[config.mk]
export PLATFORM = sky130hd
export DESIGN_NAME = yuv_fmt_mux
export DESIGN_NICKNAME = d
export VERILOG_FILES = /design/src/rtl/yfm_pkg.sv /design/src/rtl/yfm_phase_track.sv /design/src/rtl/yfm_delay.sv /design/src/rtl/yfm_packer.sv /design/src/rtl/yuv_fmt_mux.sv
export SDC_FILE = /design/constraint.sdc
export NUM_CORES = 1
export LEC_CHECK = 0
export ABC_AREA = 1
export BUFFER_PORTS_ARGS = -buffer_cell sky130_fd_sc_hd__buf_4
export CAP_MARGIN = 20
export CORE_UTILIZATION = 60
export DETAILED_ROUTE_END_ITERATION = 10
export PLACE_DENSITY_LB_ADDON = 0.2
export SLEW_MARGIN = 20
export SYNTH_ARGS = -nofsm -noshare
export SYNTH_HDL_FRONTEND = slang
export SYNTH_SLANG_ARGS = --single-unit
[constraint.sdc]
create_clock -name clk -period 2.36 [get_ports clk]
set_clock_uncertainty 0.1 [all_clocks]
set_input_delay 0.59 -clock clk [delete_from_list [all_inputs] [get_ports clk]]
set_output_delay 0.59 -clock clk [all_outputs]
set_load 0.01 [all_outputs]
[src/rtl/yfm_pkg.sv]
package yfm_pkg;

   typedef enum logic [1:0] {
      FMT_411  = 2'b00,
      FMT_444  = 2'b01,
      FMT_422  = 2'b10,
      FMT_NONE = 2'b11
   } fmt_e;

   typedef logic [1:0] slot_t;

   localparam int          FLAG_W    = 2;
   localparam logic [1:0]  FLAG_HEAD = 2'b10;
   localparam logic [1:0]  FLAG_MID  = 2'b00;
   localparam logic [1:0]  FLAG_TAIL = 2'b01;

endpackage

[src/rtl/yfm_phase_track.sv]
module yfm_phase_track
   import yfm_pkg::*;
(
   input  logic  clk,
   input  logic  rst_n,
   input  logic  init,
   output slot_t slot,
   output logic  live
);
   logic  init_q;
   logic  run;
   slot_t cnt;
   logic  edge_hit;

   assign edge_hit = init & ~init_q;
   assign slot     = edge_hit ? slot_t'(0) : cnt;
   assign live     = run | edge_hit;

   always_ff @(posedge clk or negedge rst_n) begin
      if (!rst_n) begin
         init_q <= 1'b0;
         cnt    <= '0;
         run    <= 1'b0;
      end else begin
         init_q <= init;
         cnt    <= slot + slot_t'(1);
         run    <= live;
      end
   end

   // once aligned, the stream never falls back to the unaligned state
   assert_aligned_sticky_R3: assert property (@(posedge clk) disable iff (!rst_n)
      run |=> run);

endmodule

[src/rtl/yfm_delay.sv]
module yfm_delay #(
   parameter int W   = 27,
   parameter int LAT = 6
) (
   input  logic         clk,
   input  logic         rst_n,
   input  logic [W-1:0] din,
   output logic [W-1:0] dout
);
   generate
      if (LAT < 1) begin : g_bad
         $error("yfm_delay: LAT must be at least 1");
      end
   endgenerate

   logic [W-1:0] stage [LAT];

   generate
      for (genvar i = 0; i < LAT; i++) begin : g_stage
         always_ff @(posedge clk or negedge rst_n) begin
            if (!rst_n) stage[i] <= '0;
            else if (i == 0) stage[i] <= din;
            else stage[i] <= stage[(i == 0) ? 0 : i-1];
         end
      end
   endgenerate

   assign dout = stage[LAT-1];

endmodule

[src/rtl/yfm_packer.sv]
module yfm_packer
   import yfm_pkg::*;
#(
   parameter int DW = 8
) (
   input  logic          clk,
   input  logic          rst_n,
   input  logic [1:0]    fmt,
   input  logic          st,
   input  slot_t         slot,
   input  logic [DW-1:0] y,
   input  logic [DW-1:0] u,
   input  logic [DW-1:0] v,
   output logic [DW-1:0] a_q,
   output logic [DW-1:0] b_q,
   output logic [DW-1:0] c_q,
   output logic [DW-1:0] a_en_q,
   output logic [DW-1:0] b_en_q,
   output logic [DW-1:0] c_en_q,
   output logic          vld_q
);
   localparam int SW = DW / 4;
   localparam int HW = DW / 2;
   localparam logic [DW-1:0] ALL_ON  = {DW{1'b1}};
   localparam logic [DW-1:0] FLAG_EN = {{FLAG_W{1'b1}}, {(DW-FLAG_W){1'b0}}};
   localparam logic [DW-1:0] HI_EN   = {{HW{1'b1}}, {HW{1'b0}}};

   generate
      if ((DW % 4) != 0 || DW < 4) begin : g_bad
         $error("yfm_packer: DW must be a multiple of 4");
      end
   endgenerate

   fmt_e mode;
   assign mode = fmt_e'(fmt);

   logic [DW-1:0] hold_u, hold_v;
   logic          hold_we;
   fmt_e          mq;

   assign hold_we = st && ((mode == FMT_411) ? (slot == 2'd0) : !slot[0]);

   always_ff @(posedge clk or negedge rst_n) begin
      if (!rst_n) begin
         hold_u <= '0;
         hold_v <= '0;
      end else if (hold_we) begin
         hold_u <= u;
         hold_v <= v;
      end
   end

   logic [DW-1:0]     src_u, src_v, sh_u, sh_v;
   logic [DW-1:0]     a_n, b_n, c_n, ae_n, be_n, ce_n;
   logic [FLAG_W-1:0] flag;

   always_comb begin
      src_u = (slot == 2'd0) ? u : hold_u;
      src_v = (slot == 2'd0) ? v : hold_v;
      sh_u  = src_u << (int'(slot) * SW);
      sh_v  = src_v << (int'(slot) * SW);
      a_n  = '0; b_n  = '0; c_n  = '0;
      ae_n = '0; be_n = '0; ce_n = '0;
      flag = FLAG_MID;
      unique case (mode)
         FMT_444: begin
            a_n = y; b_n = u; c_n = v;
            ae_n = ALL_ON; be_n = ALL_ON; ce_n = ALL_ON;
         end
         FMT_422: begin
            a_n  = y;
            b_n  = slot[0] ? hold_v : u;
            flag = slot[0] ? FLAG_TAIL : FLAG_HEAD;
            c_n  = {flag, {(DW-FLAG_W){1'b0}}};
            ae_n = ALL_ON; be_n = ALL_ON; ce_n = FLAG_EN;
         end
         FMT_411: begin
            a_n = y;
            b_n = {sh_u[DW-1 -: SW], sh_v[DW-1 -: SW], {HW{1'b0}}};
            unique case (slot)
               2'd0:    flag = FLAG_HEAD;
               2'd3:    flag = FLAG_TAIL;
               default: flag = FLAG_MID;
            endcase
            c_n  = {flag, {(DW-FLAG_W){1'b0}}};
            ae_n = ALL_ON; be_n = HI_EN; ce_n = FLAG_EN;
         end
         default: ;
      endcase
      if (!st) begin
         a_n  = '0; b_n  = '0; c_n  = '0;
         ae_n = '0; be_n = '0; ce_n = '0;
      end
   end

   always_ff @(posedge clk or negedge rst_n) begin
      if (!rst_n) begin
         a_q <= '0; b_q <= '0; c_q <= '0;
         a_en_q <= '0; b_en_q <= '0; c_en_q <= '0;
         vld_q <= 1'b0;
         mq    <= FMT_444;
      end else begin
         a_q <= a_n; b_q <= b_n; c_q <= c_n;
         a_en_q <= ae_n; b_en_q <= be_n; c_en_q <= ce_n;
         vld_q <= st;
         mq    <= mode;
      end
   end

   assert_idle_undriven_R1: assert property (@(posedge clk) disable iff (!rst_n)
      (vld_q && mq == FMT_NONE) |-> ((a_en_q | b_en_q | c_en_q) == '0));

   assert_slice_low_half_R7: assert property (@(posedge clk) disable iff (!rst_n)
      (vld_q && mq == FMT_411) |-> (b_q[HW-1:0] == '0 && b_en_q[HW-1:0] == '0));

   assert_group_wraps_R8: assert property (@(posedge clk) disable iff (!rst_n)
      (vld_q && mq == FMT_411 && c_q[DW-1 -: FLAG_W] == FLAG_TAIL) |=>
      (!vld_q || mq != FMT_411 || c_q[DW-1 -: FLAG_W] == FLAG_HEAD));

   assert_pair_flag_R6: assert property (@(posedge clk) disable iff (!rst_n)
      (vld_q && mq == FMT_422) |->
      ($countones(c_q[DW-1 -: FLAG_W]) == 1 && c_en_q[DW-FLAG_W-1:0] == '0));

endmodule

[src/rtl/yuv_fmt_mux.sv]
module yuv_fmt_mux
   import yfm_pkg::*;
#(
   parameter int DW  = 8,
   parameter int LAT = 6
) (
   input  logic          clk,
   input  logic          rst_n,
   input  logic          init,
   input  logic [1:0]    fmt,
   input  logic          oe_a,
   input  logic          oe_b,
   input  logic          oe_c,
   input  logic [DW-1:0] y_in,
   input  logic [DW-1:0] u_in,
   input  logic [DW-1:0] v_in,
   output logic [DW-1:0] bus_a,
   output logic [DW-1:0] bus_a_en,
   output logic [DW-1:0] bus_b,
   output logic [DW-1:0] bus_b_en,
   output logic [DW-1:0] bus_c,
   output logic [DW-1:0] bus_c_en,
   output logic          out_valid
);
   localparam int NBUS = 3;
   localparam int PW   = 1 + $bits(slot_t) + 3*DW;

   slot_t slot_in, slot_d;
   logic  live_in, live_d;
   logic [DW-1:0] y_d, u_d, v_d;

   yfm_phase_track u_track (
      .clk   (clk),
      .rst_n (rst_n),
      .init  (init),
      .slot  (slot_in),
      .live  (live_in)
   );

   yfm_delay #(.W(PW), .LAT(LAT)) u_pipe (
      .clk   (clk),
      .rst_n (rst_n),
      .din   ({live_in, slot_in, y_in, u_in, v_in}),
      .dout  ({live_d, slot_d, y_d, u_d, v_d})
   );

   logic [NBUS-1:0][DW-1:0] dq, eq, dgate, egate;
   logic [NBUS-1:0]         oe;

   assign oe = {oe_c, oe_b, oe_a};

   yfm_packer #(.DW(DW)) u_pack (
      .clk    (clk),
      .rst_n  (rst_n),
      .fmt    (fmt),
      .st     (live_d),
      .slot   (slot_d),
      .y      (y_d),
      .u      (u_d),
      .v      (v_d),
      .a_q    (dq[0]),
      .b_q    (dq[1]),
      .c_q    (dq[2]),
      .a_en_q (eq[0]),
      .b_en_q (eq[1]),
      .c_en_q (eq[2]),
      .vld_q  (out_valid)
   );

   generate
      for (genvar g = 0; g < NBUS; g++) begin : g_bus
         assign egate[g] = eq[g] & {DW{oe[g]}};
         assign dgate[g] = dq[g] & egate[g];
      end
   endgenerate

   assign bus_a    = dgate[0];
   assign bus_b    = dgate[1];
   assign bus_c    = dgate[2];
   assign bus_a_en = egate[0];
   assign bus_b_en = egate[1];
   assign bus_c_en = egate[2];

endmodule

==> implementation parameters, run 1 <==
Parameter                              Value

Run status
  Status    finished, final reports clean

Yosys
  Cell with the most instances after synthesis    sky130_fd_sc_hd__dfrtp_1
  Netlist cell types    20
  Yosys synthesis warning count    0
  Main flop type after synthesis    sky130_fd_sc_hd__dfrtp_1
  Post-Synthesis Mean Instance Area    approximately 14 sq um
  Most area-consuming cells after synthesis    sky130_fd_sc_hd__dfrtp_1 (82%), sky130_fd_sc_hd__inv_1 (4.1%), sky130_fd_sc_hd__nor2_1 (3.2%)
  Number of flops mapped to enable cells by yosys    0
  Post-synthesis instance area    around 6300 sq um
  Cell taking the most area after synthesis    sky130_fd_sc_hd__dfrtp_1
  Fraction of the yosys area taken by sequential cells    0.8175
  Post-Syn Nets    about 490
  Post-synthesis async set-or-reset flop share    1.000
  Post-synth top cells    sky130_fd_sc_hd__dfrtp_1 (207), sky130_fd_sc_hd__inv_1 (69), sky130_fd_sc_hd__nor2_1 (54), sky130_fd_sc_hd__nand2_1 (44), sky130_fd_sc_hd__buf_4 (20)
  Number of cells produced by synthesis    ~450
  Post-synth top area share    0.8175
  Synthesis-stage register bit count    207

Drt
  Via/cell ratio    around 4.7
  Met2 layer wire length in the routed design    5250 um
  Remaining number of nets flagged by the antenna check after routing    0
  DRC errors left    0
  Routed length on met3    approximately 520 um
  Max layer used    met4
  Average wire length per cell after detail routing    14.43 um
  Initial DRT Pass Iterations    4
  Violation count after the first detailed-route iteration    about 170
  Final Routed Wirelength    9842 um
  Total number of vias    3,196
  Metal1 wirelength    3860 um

STA
  Worst hold-check slack    0.06441 ns
  Final setup vio count    0
  Share of the cycle needed by the critical path after routing    0.9351
  Worst slew pin tran    0.4586 ns
  Count of endpoints failing hold in the final timing report    0
  Relative slew margins    0.6943
  Total count of max-transition violations in the final report    0
  Crit path time final    about 2.2 ns
  Final-layout setup total negative slack    0 ns
  RSZ-0062 raised after global routing    false
  Maximum operating frequency    453.1 MHz

Worst hold path
  Type of the most critical hold path    input pin to flop
  Source of the worst hold timing path    u_in[4]

Layout
  Number of standard cells in the layout, taps in and fillers out    between 600 and 700
  Area growth syn-to-layout    20.22%
  Proportion of layout cells with a drive suffix above 1    0.2253
  Area of all placed cells without fillers    ~7600 sq um
  Number of inserted diodes    0
  Layout net count    around 570

Run
  Max-cap viol count    0

Worst setup path
  Crit path cell chain    nand2_1, inv_1, buf_4
  Critical path's top delay family    flip-flops
  Delay contributed by the slowest stage of the critical path    about 0.40 ns
  Sum of buffers and inverters on the critical path    2
  Critical path startpoint category    flop
  Start point of the critical path    u_pack.b_en_q[6]
  Arrival time at the worst endpoint    between 1.5 and 2 ns
  Critical Path End Type    output port
  Crit Reg-Reg Startpoint    u_pipe.dout[24]
  Critical-path maximum fanout    9
  Endpoint required time on the critical path    approximately 1.7 ns
  Kind of critical path    flop to output port
  Cell with the largest stage delay on the worst path    sky130_fd_sc_hd__dfrtp_1

Floorplanning
  Boundary pin count    between 80 and 90
  Initial standard-cell utilization of the core    0.6165
  Area of the die    between 10,000 and 15,000 sq um
  Horizontal extent of the die    between 100 and 150 um
  Height of the die    ~100 um
  Area inside the core boundary    10,280 sq um
  Num rows    37

Clock tree
  Skew-Pair Late Insertion Delay    between 0.5 and 0.6 ns
  TritonCTS clock tree    built
  H-tree depth    1
  Max clock buf depth    3
  Number of sinks handled by clock tree synthesis    about 210
  TritonCTS Buffers    20
  Setup bufs post-CTS    0
  Quantity of hold-fixing buffers added after cts    1
  Post-CTS clock slew at the launch and capture registers of the worst setup and hold paths    around 0.06 ns
  Post-CTS resize count    0
  Clock root buffer master    sky130_fd_sc_hd__clkbuf_8

Pwr
  Cell Pwr Density    962.5 nW/um^2
  Worst supply voltage drop on vdd    between 0.8 and 0.9 mV
  Reported leakage power    approximately 3.8 nW

Placement
  Cell count after placement    between 600 and 700
  Routability congestion estimate    0.8047
  Number of port buffers    80
  Post-Place Cell Area    6980 sq um
  Estimated wirelength of the detail-placed design    between 5000 and 6000 um

GRT
  Number of antenna violations at the first check in global routing    0
  Total global-route track usage    0.1998
  Congestion Overflow GR    0
  Vias in the first global route    3,486
  Largest net degree at the start of global routing    54
  First-pass GRT wire length    between 15,000 and 20,000 um
==> power by group <==
part           internal [mW]  total, mW  switching (mW)
clock network           1.77       2.97            1.20
logic                  0.176      0.452           0.276
registers               3.80       3.91           0.109
total                   5.74       7.33            1.59
==> registers in the layout, summed over array words and instances (netlist names) <==
signal / flops
u_pack.hold_v: 8
u_pack.a_q: 8
u_pack.vld_q: 1
u_track.cnt: 2
u_pipe.stage: 135
u_pack.c_en_q: 1
u_pack.b_q: 8
u_track.init_q: 1
u_pipe.dout: 27
u_pack.hold_u: 6
u_pack.c_q: 8
u_pack.b_en_q: 2
==> cells in the final DEF (no fill, tap or decap), types with 3 or more instances in the layout <==
cell	instances
sky130_fd_sc_hd__a21oi_1	12
sky130_fd_sc_hd__buf_12	3
sky130_fd_sc_hd__buf_4	80
sky130_fd_sc_hd__clkbuf_1	5
sky130_fd_sc_hd__clkbuf_16	18
sky130_fd_sc_hd__clkbuf_8	9
sky130_fd_sc_hd__dfrtp_1	207
sky130_fd_sc_hd__ha_1	4
sky130_fd_sc_hd__inv_1	69
sky130_fd_sc_hd__nand2_1	44
sky130_fd_sc_hd__nand2_2	3
sky130_fd_sc_hd__nand3_1	7
sky130_fd_sc_hd__nor2_1	54
sky130_fd_sc_hd__o21ai_0	15
==> metal layers <==
| layer | track usage | vias to the layer above |
|---|---|---|
| met4 | 0.06439 | 0 |
| met2 | 0.3524 | 97 |
| li1 | - | 1488 |
| met1 | 0.2498 | 1585 |
| met5 | 0 | - |
| met3 | 0.04117 | 26 |
==> kinds of logic after synthesis <==
family,count (synthesis),share of synthesized area
adders and majority gates,4,0.007899
DFF,207,0.8175
AOI/OAI and AO/OA,32,0.02686
and+or+nand+nor,111,0.07267
buffers and inverters,97,0.07504
==> area by class of cell <==
cell class	instances	area, sq um
clock inverters	4	47.55
flip-flops and latches	207	5180
inverters	72	275.3
fillers	643	2660
clock buffers	31	579.3
repair buffers	85	684.4
well taps	136	170.2
multi-input cells	147	680.7
==> final timing paths <==
| kind | slack, ns | cells past startpoint | end |
|---|---|---|---|
| setup reg to reg | 0.87 | 7 | u_pack.b_q[7] |
| setup / recovery | 0.15 | 3 | bus_a_en[5] |
| max in group asynchronous | 0.99 | 3 | u_pipe.stage[115] |
| min in group asynchronous | 0.50 | 2 | u_pipe.dout[16] |
| hold reg to reg | 0.24 | 0 | u_pipe.stage[84] |
| hold / removal | 0.06 | 1 | u_pipe.stage[147] |
==> through the flow <==
step	util	power, mW	setup WS, ns
floorplan	-	4.194	0.5583
CTS	0.7412	7.436	0.1175
detailed placement	0.6792	4.420	0.3829
global route	0.7412	7.648	0.02230
finish	0.7412	7.332	0.1531
global placement	0.6792	4.393	0.4244
(Power assumes the default switching activity.)
==> run 2, diff against run 1 <==
--- a/config.mk
+++ b/config.mk
@@ -8,7 +8,8 @@
 export ABC_AREA = 1
 export BUFFER_PORTS_ARGS = -buffer_cell sky130_fd_sc_hd__buf_4
 export CAP_MARGIN = 20
-export CORE_UTILIZATION = 60
+export CORE_ASPECT_RATIO = 1.4
+export CORE_UTILIZATION = 56
 export DETAILED_ROUTE_END_ITERATION = 10
 export PLACE_DENSITY_LB_ADDON = 0.2
 export SLEW_MARGIN = 20
==> constraint.sdc (replaced) <==
create_clock -name clk -period 2.1 [get_ports clk]
set_clock_uncertainty 0.1 [all_clocks]
set_input_delay 0.525 -clock clk [delete_from_list [all_inputs] [get_ports clk]]
set_output_delay 0.525 -clock clk [all_outputs]
set_load 0.01 [all_outputs]
==> implementation parameters, run 2 (same netlist as run 1, synthesis figures left out) <==
Parameter                              Value

Layout
  Layout net count    569 (unchanged)
  Commonest non-fill, non-tap cell in the layout    sky130_fd_sc_hd__dfrtp_1 (unchanged)
  Number of inserted diodes    0 (unchanged)
  Register name with the most flops    u_pipe.stage (unchanged)
  Area growth syn-to-layout    19.59% (was 20.22%)
  Number of flip-flops under the largest register name    135 (unchanged)
  Commonest cells after routing, fill and taps aside    sky130_fd_sc_hd__dfrtp_1 (207), sky130_fd_sc_hd__buf_4 (80), sky130_fd_sc_hd__inv_1 (69) (unchanged)
  Proportion of layout cells with a drive suffix above 1    0.2196 (was 0.2253)
  Layout filler cell count    760 (was 643)

Pwr
  Clock share of power    0.377 (was 0.405)
  Worst supply voltage drop on vdd    0.8818 mV (was 0.8896 mV)
  Switching fraction of total power    0.2110 (was 0.2165)
  Relative contribution of combinational cells to total power    0.065 (was 0.062)
  Reg power frac    0.558 (was 0.533)
  Pint    6.196 mW (was 5.744 mW)
  Net switching power    1.657 mW (was 1.587 mW)
  Cell Pwr Density    1036 nW/um^2 (was 962.5 nW/um^2)
  Reported leakage power    3.798 nW (was 3.827 nW)

Drt
  DRC errors left    0 (unchanged)
  Average wire length per cell after detail routing    12.92 um (was 14.43 um)
  Remaining number of nets flagged by the antenna check after routing    0 (unchanged)
  Initial DRT Pass Iterations    4 (unchanged)
  Violation count after the first detailed-route iteration    89 (was 174)
  Total number of vias    3,102 (was 3,196)
  Via/cell ratio    4.542 (was 4.686)
  Final Routed Wirelength    8827 um (was 9842 um)

STA
  Total count of max-transition violations in the final report    0 (unchanged)
  Count of endpoints failing hold in the final timing report    0 (unchanged)
  Final-layout setup total negative slack    0 ns (unchanged)
  Min setup slack post-route    0.1360 ns (was 0.1531 ns)
  RSZ-0062 raised after global routing    false (unchanged)
  Crit path time final    around 2 ns
  Maximum operating frequency    between 500 and 600 MHz
  Worst slew pin tran    0.4952 ns (was 0.4586 ns)
  Share of the cycle needed by the critical path after routing    0.9353
  Relative slew margins    0.6699 (was 0.6943)
  Final setup vio count    0 (unchanged)

Placement
  Number of port buffers    80 (unchanged)
  Worst setup timing slack at the placement stage    0.2593 ns (was 0.3829 ns)
  Routability congestion estimate    0.8054 (was 0.8047)
  Estimated wirelength of the detail-placed design    5765 um (was 5861 um)

Clock tree
  TritonCTS Buffers    18 (was 20)
  Number of sinks handled by clock tree synthesis    207 (unchanged)
  Skew-Pair Late Insertion Delay    0.47 ns (was 0.53 ns)
  Setup bufs post-CTS    0 (unchanged)
  Max clock buf depth    3 (unchanged)
  Clock root buffer master    sky130_fd_sc_hd__clkbuf_16 (was sky130_fd_sc_hd__clkbuf_8)
  TritonCTS clock tree    built (unchanged)
  H-tree depth    1 (unchanged)
  Post-CTS clock slew at the launch and capture registers of the worst setup and hold paths    0.06 ns (about the same)

Worst setup path
  Arrival time at the worst endpoint    1.34 ns (was 1.52 ns)
  Critical-path maximum fanout    9 (unchanged)
  Endpoint required time on the critical path    1.47 ns (was 1.67 ns)
  Kind of critical path    flop to output port (unchanged)
  Critical Path End Type    output port (unchanged)
  Critical path startpoint category    flop (unchanged)

Run status
  Status    finished, final reports clean (unchanged)

GRT
  Largest net degree at the start of global routing    62 (was 54)
  First-pass GRT wire length    15,180 um (was 16,820 um)
  Total global-route track usage    0.1685 (was 0.1998)
  Number of antenna violations at the first check in global routing    0 (unchanged)
  Congestion Overflow GR    0 (unchanged)
  Vias in the first global route    3,238 (was 3,486)

Floorplanning
  Boundary pin count    81 (unchanged)
  Initial standard-cell utilization of the core    0.5801 (was 0.6165)
  Num rows    45 (was 37)
  Area inside the core boundary    10,920 sq um (was 10,280 sq um)
  Height of the die    127.9 um (was 104.8 um)
  Horizontal extent of the die    91.90 um (was 104.8 um)
  Area of the die    11,750 sq um (was 10,970 sq um)

Worst hold path
  Type of the most critical hold path    input pin to flop (unchanged)

Run
  Max-cap viol count    0 (unchanged)
-- run 2: cell types whose count changed in the layout (fill, tap and decap cells not counted) --
cell	previous run	this run
sky130_fd_sc_hd__buf_12	3	5
sky130_fd_sc_hd__bufinv_16	1	0
sky130_fd_sc_hd__clkbuf_1	5	6
sky130_fd_sc_hd__clkbuf_16	18	19
sky130_fd_sc_hd__clkbuf_8	9	3
sky130_fd_sc_hd__clkinv_2	2	1
sky130_fd_sc_hd__nand2_1	44	43
sky130_fd_sc_hd__nand2_2	3	4
-- run 2: metrics by stage --
stage                     hold slack [ns]  power [mW]  area (sq um)  utilization  std cells
final                             0.06161       7.853          7577       0.6937        683
after global routing              0.04061       8.225          7577       0.6937        683
after CTS                         0.04211       7.980          7577       0.6937        683
after detailed placement           0.2347       4.973          7027       0.6433        653
after global placement             0.2311       4.937          7027       0.6433        653
after floorplan                    0.1294       4.714          6336            -        451
-- run 2: cell type report --
type	count	area [sq um]	share of cell area
flip-flops and latches	207	5180	0.6836
repair buffers	87	724.4	0.09561
multi-input cells	147	683.2	0.09016
clock buffers	27	525.5	0.06935
inverters	72	275.3	0.03633
well taps	141	176.4	0.02328
clock inverters	2	12.51	0.001651
-- run 2: final timing paths --
| path | slack (ns) | cells after the start | start | endpoint |
|---|---|---|---|---|
| worst max-delay path | 0.14 | 3 | u_pack.b_en_q[6] | bus_a_en[6] |
| worst min-delay path | 0.06 | 1 | v_in[5] | u_pipe.stage[140] |
| worst max register to register | 0.64 | 4 | u_pipe.dout[24] | u_pack.hold_u[1] |
| worst min register to register | 0.24 | 0 | u_pipe.stage[134] | u_pipe.stage[107] |
| max in group asynchronous | 0.81 | 3 | rst_n | u_pipe.stage[79] |
| min in group asynchronous | 0.50 | 2 | rst_n | u_pipe.stage[69] |
-- run 2: repair_timing --
action                                  in CTS  in global routing
gates resized for setup                      1                  0
hold buffers                                 1                  0
hold endpoints to repair                    55                  0
endpoints found under the setup margin       5                  0
-- run 2: worst max-delay path, stage by stage (launching register included) --
cell and delay [ns]:
sky130_fd_sc_hd__dfrtp_1 0.39, sky130_fd_sc_hd__nand2_2 0.13, sky130_fd_sc_hd__inv_1 0.20, sky130_fd_sc_hd__buf_4 0.16
-- run 2: metal layers --
layer  global-route usage  wire (um)  vias to the layer above
met4              0.07721        272                        0
met3              0.03144        449                       26
met2               0.2954       4655                       92
met1               0.2031       3450                     1500
met5                    0          0                        -
li1                     -          -                     1484
-- run 2: power groups by stage --
stage	clock network, mW	logic [mW]	registers (mW)
floorplan	0	0.306	4.41
global placement	0	0.498	4.44
detailed placement	0	0.514	4.46
CTS	3.07	0.521	4.39
global route	3.22	0.589	4.41
finish	2.96	0.508	4.38
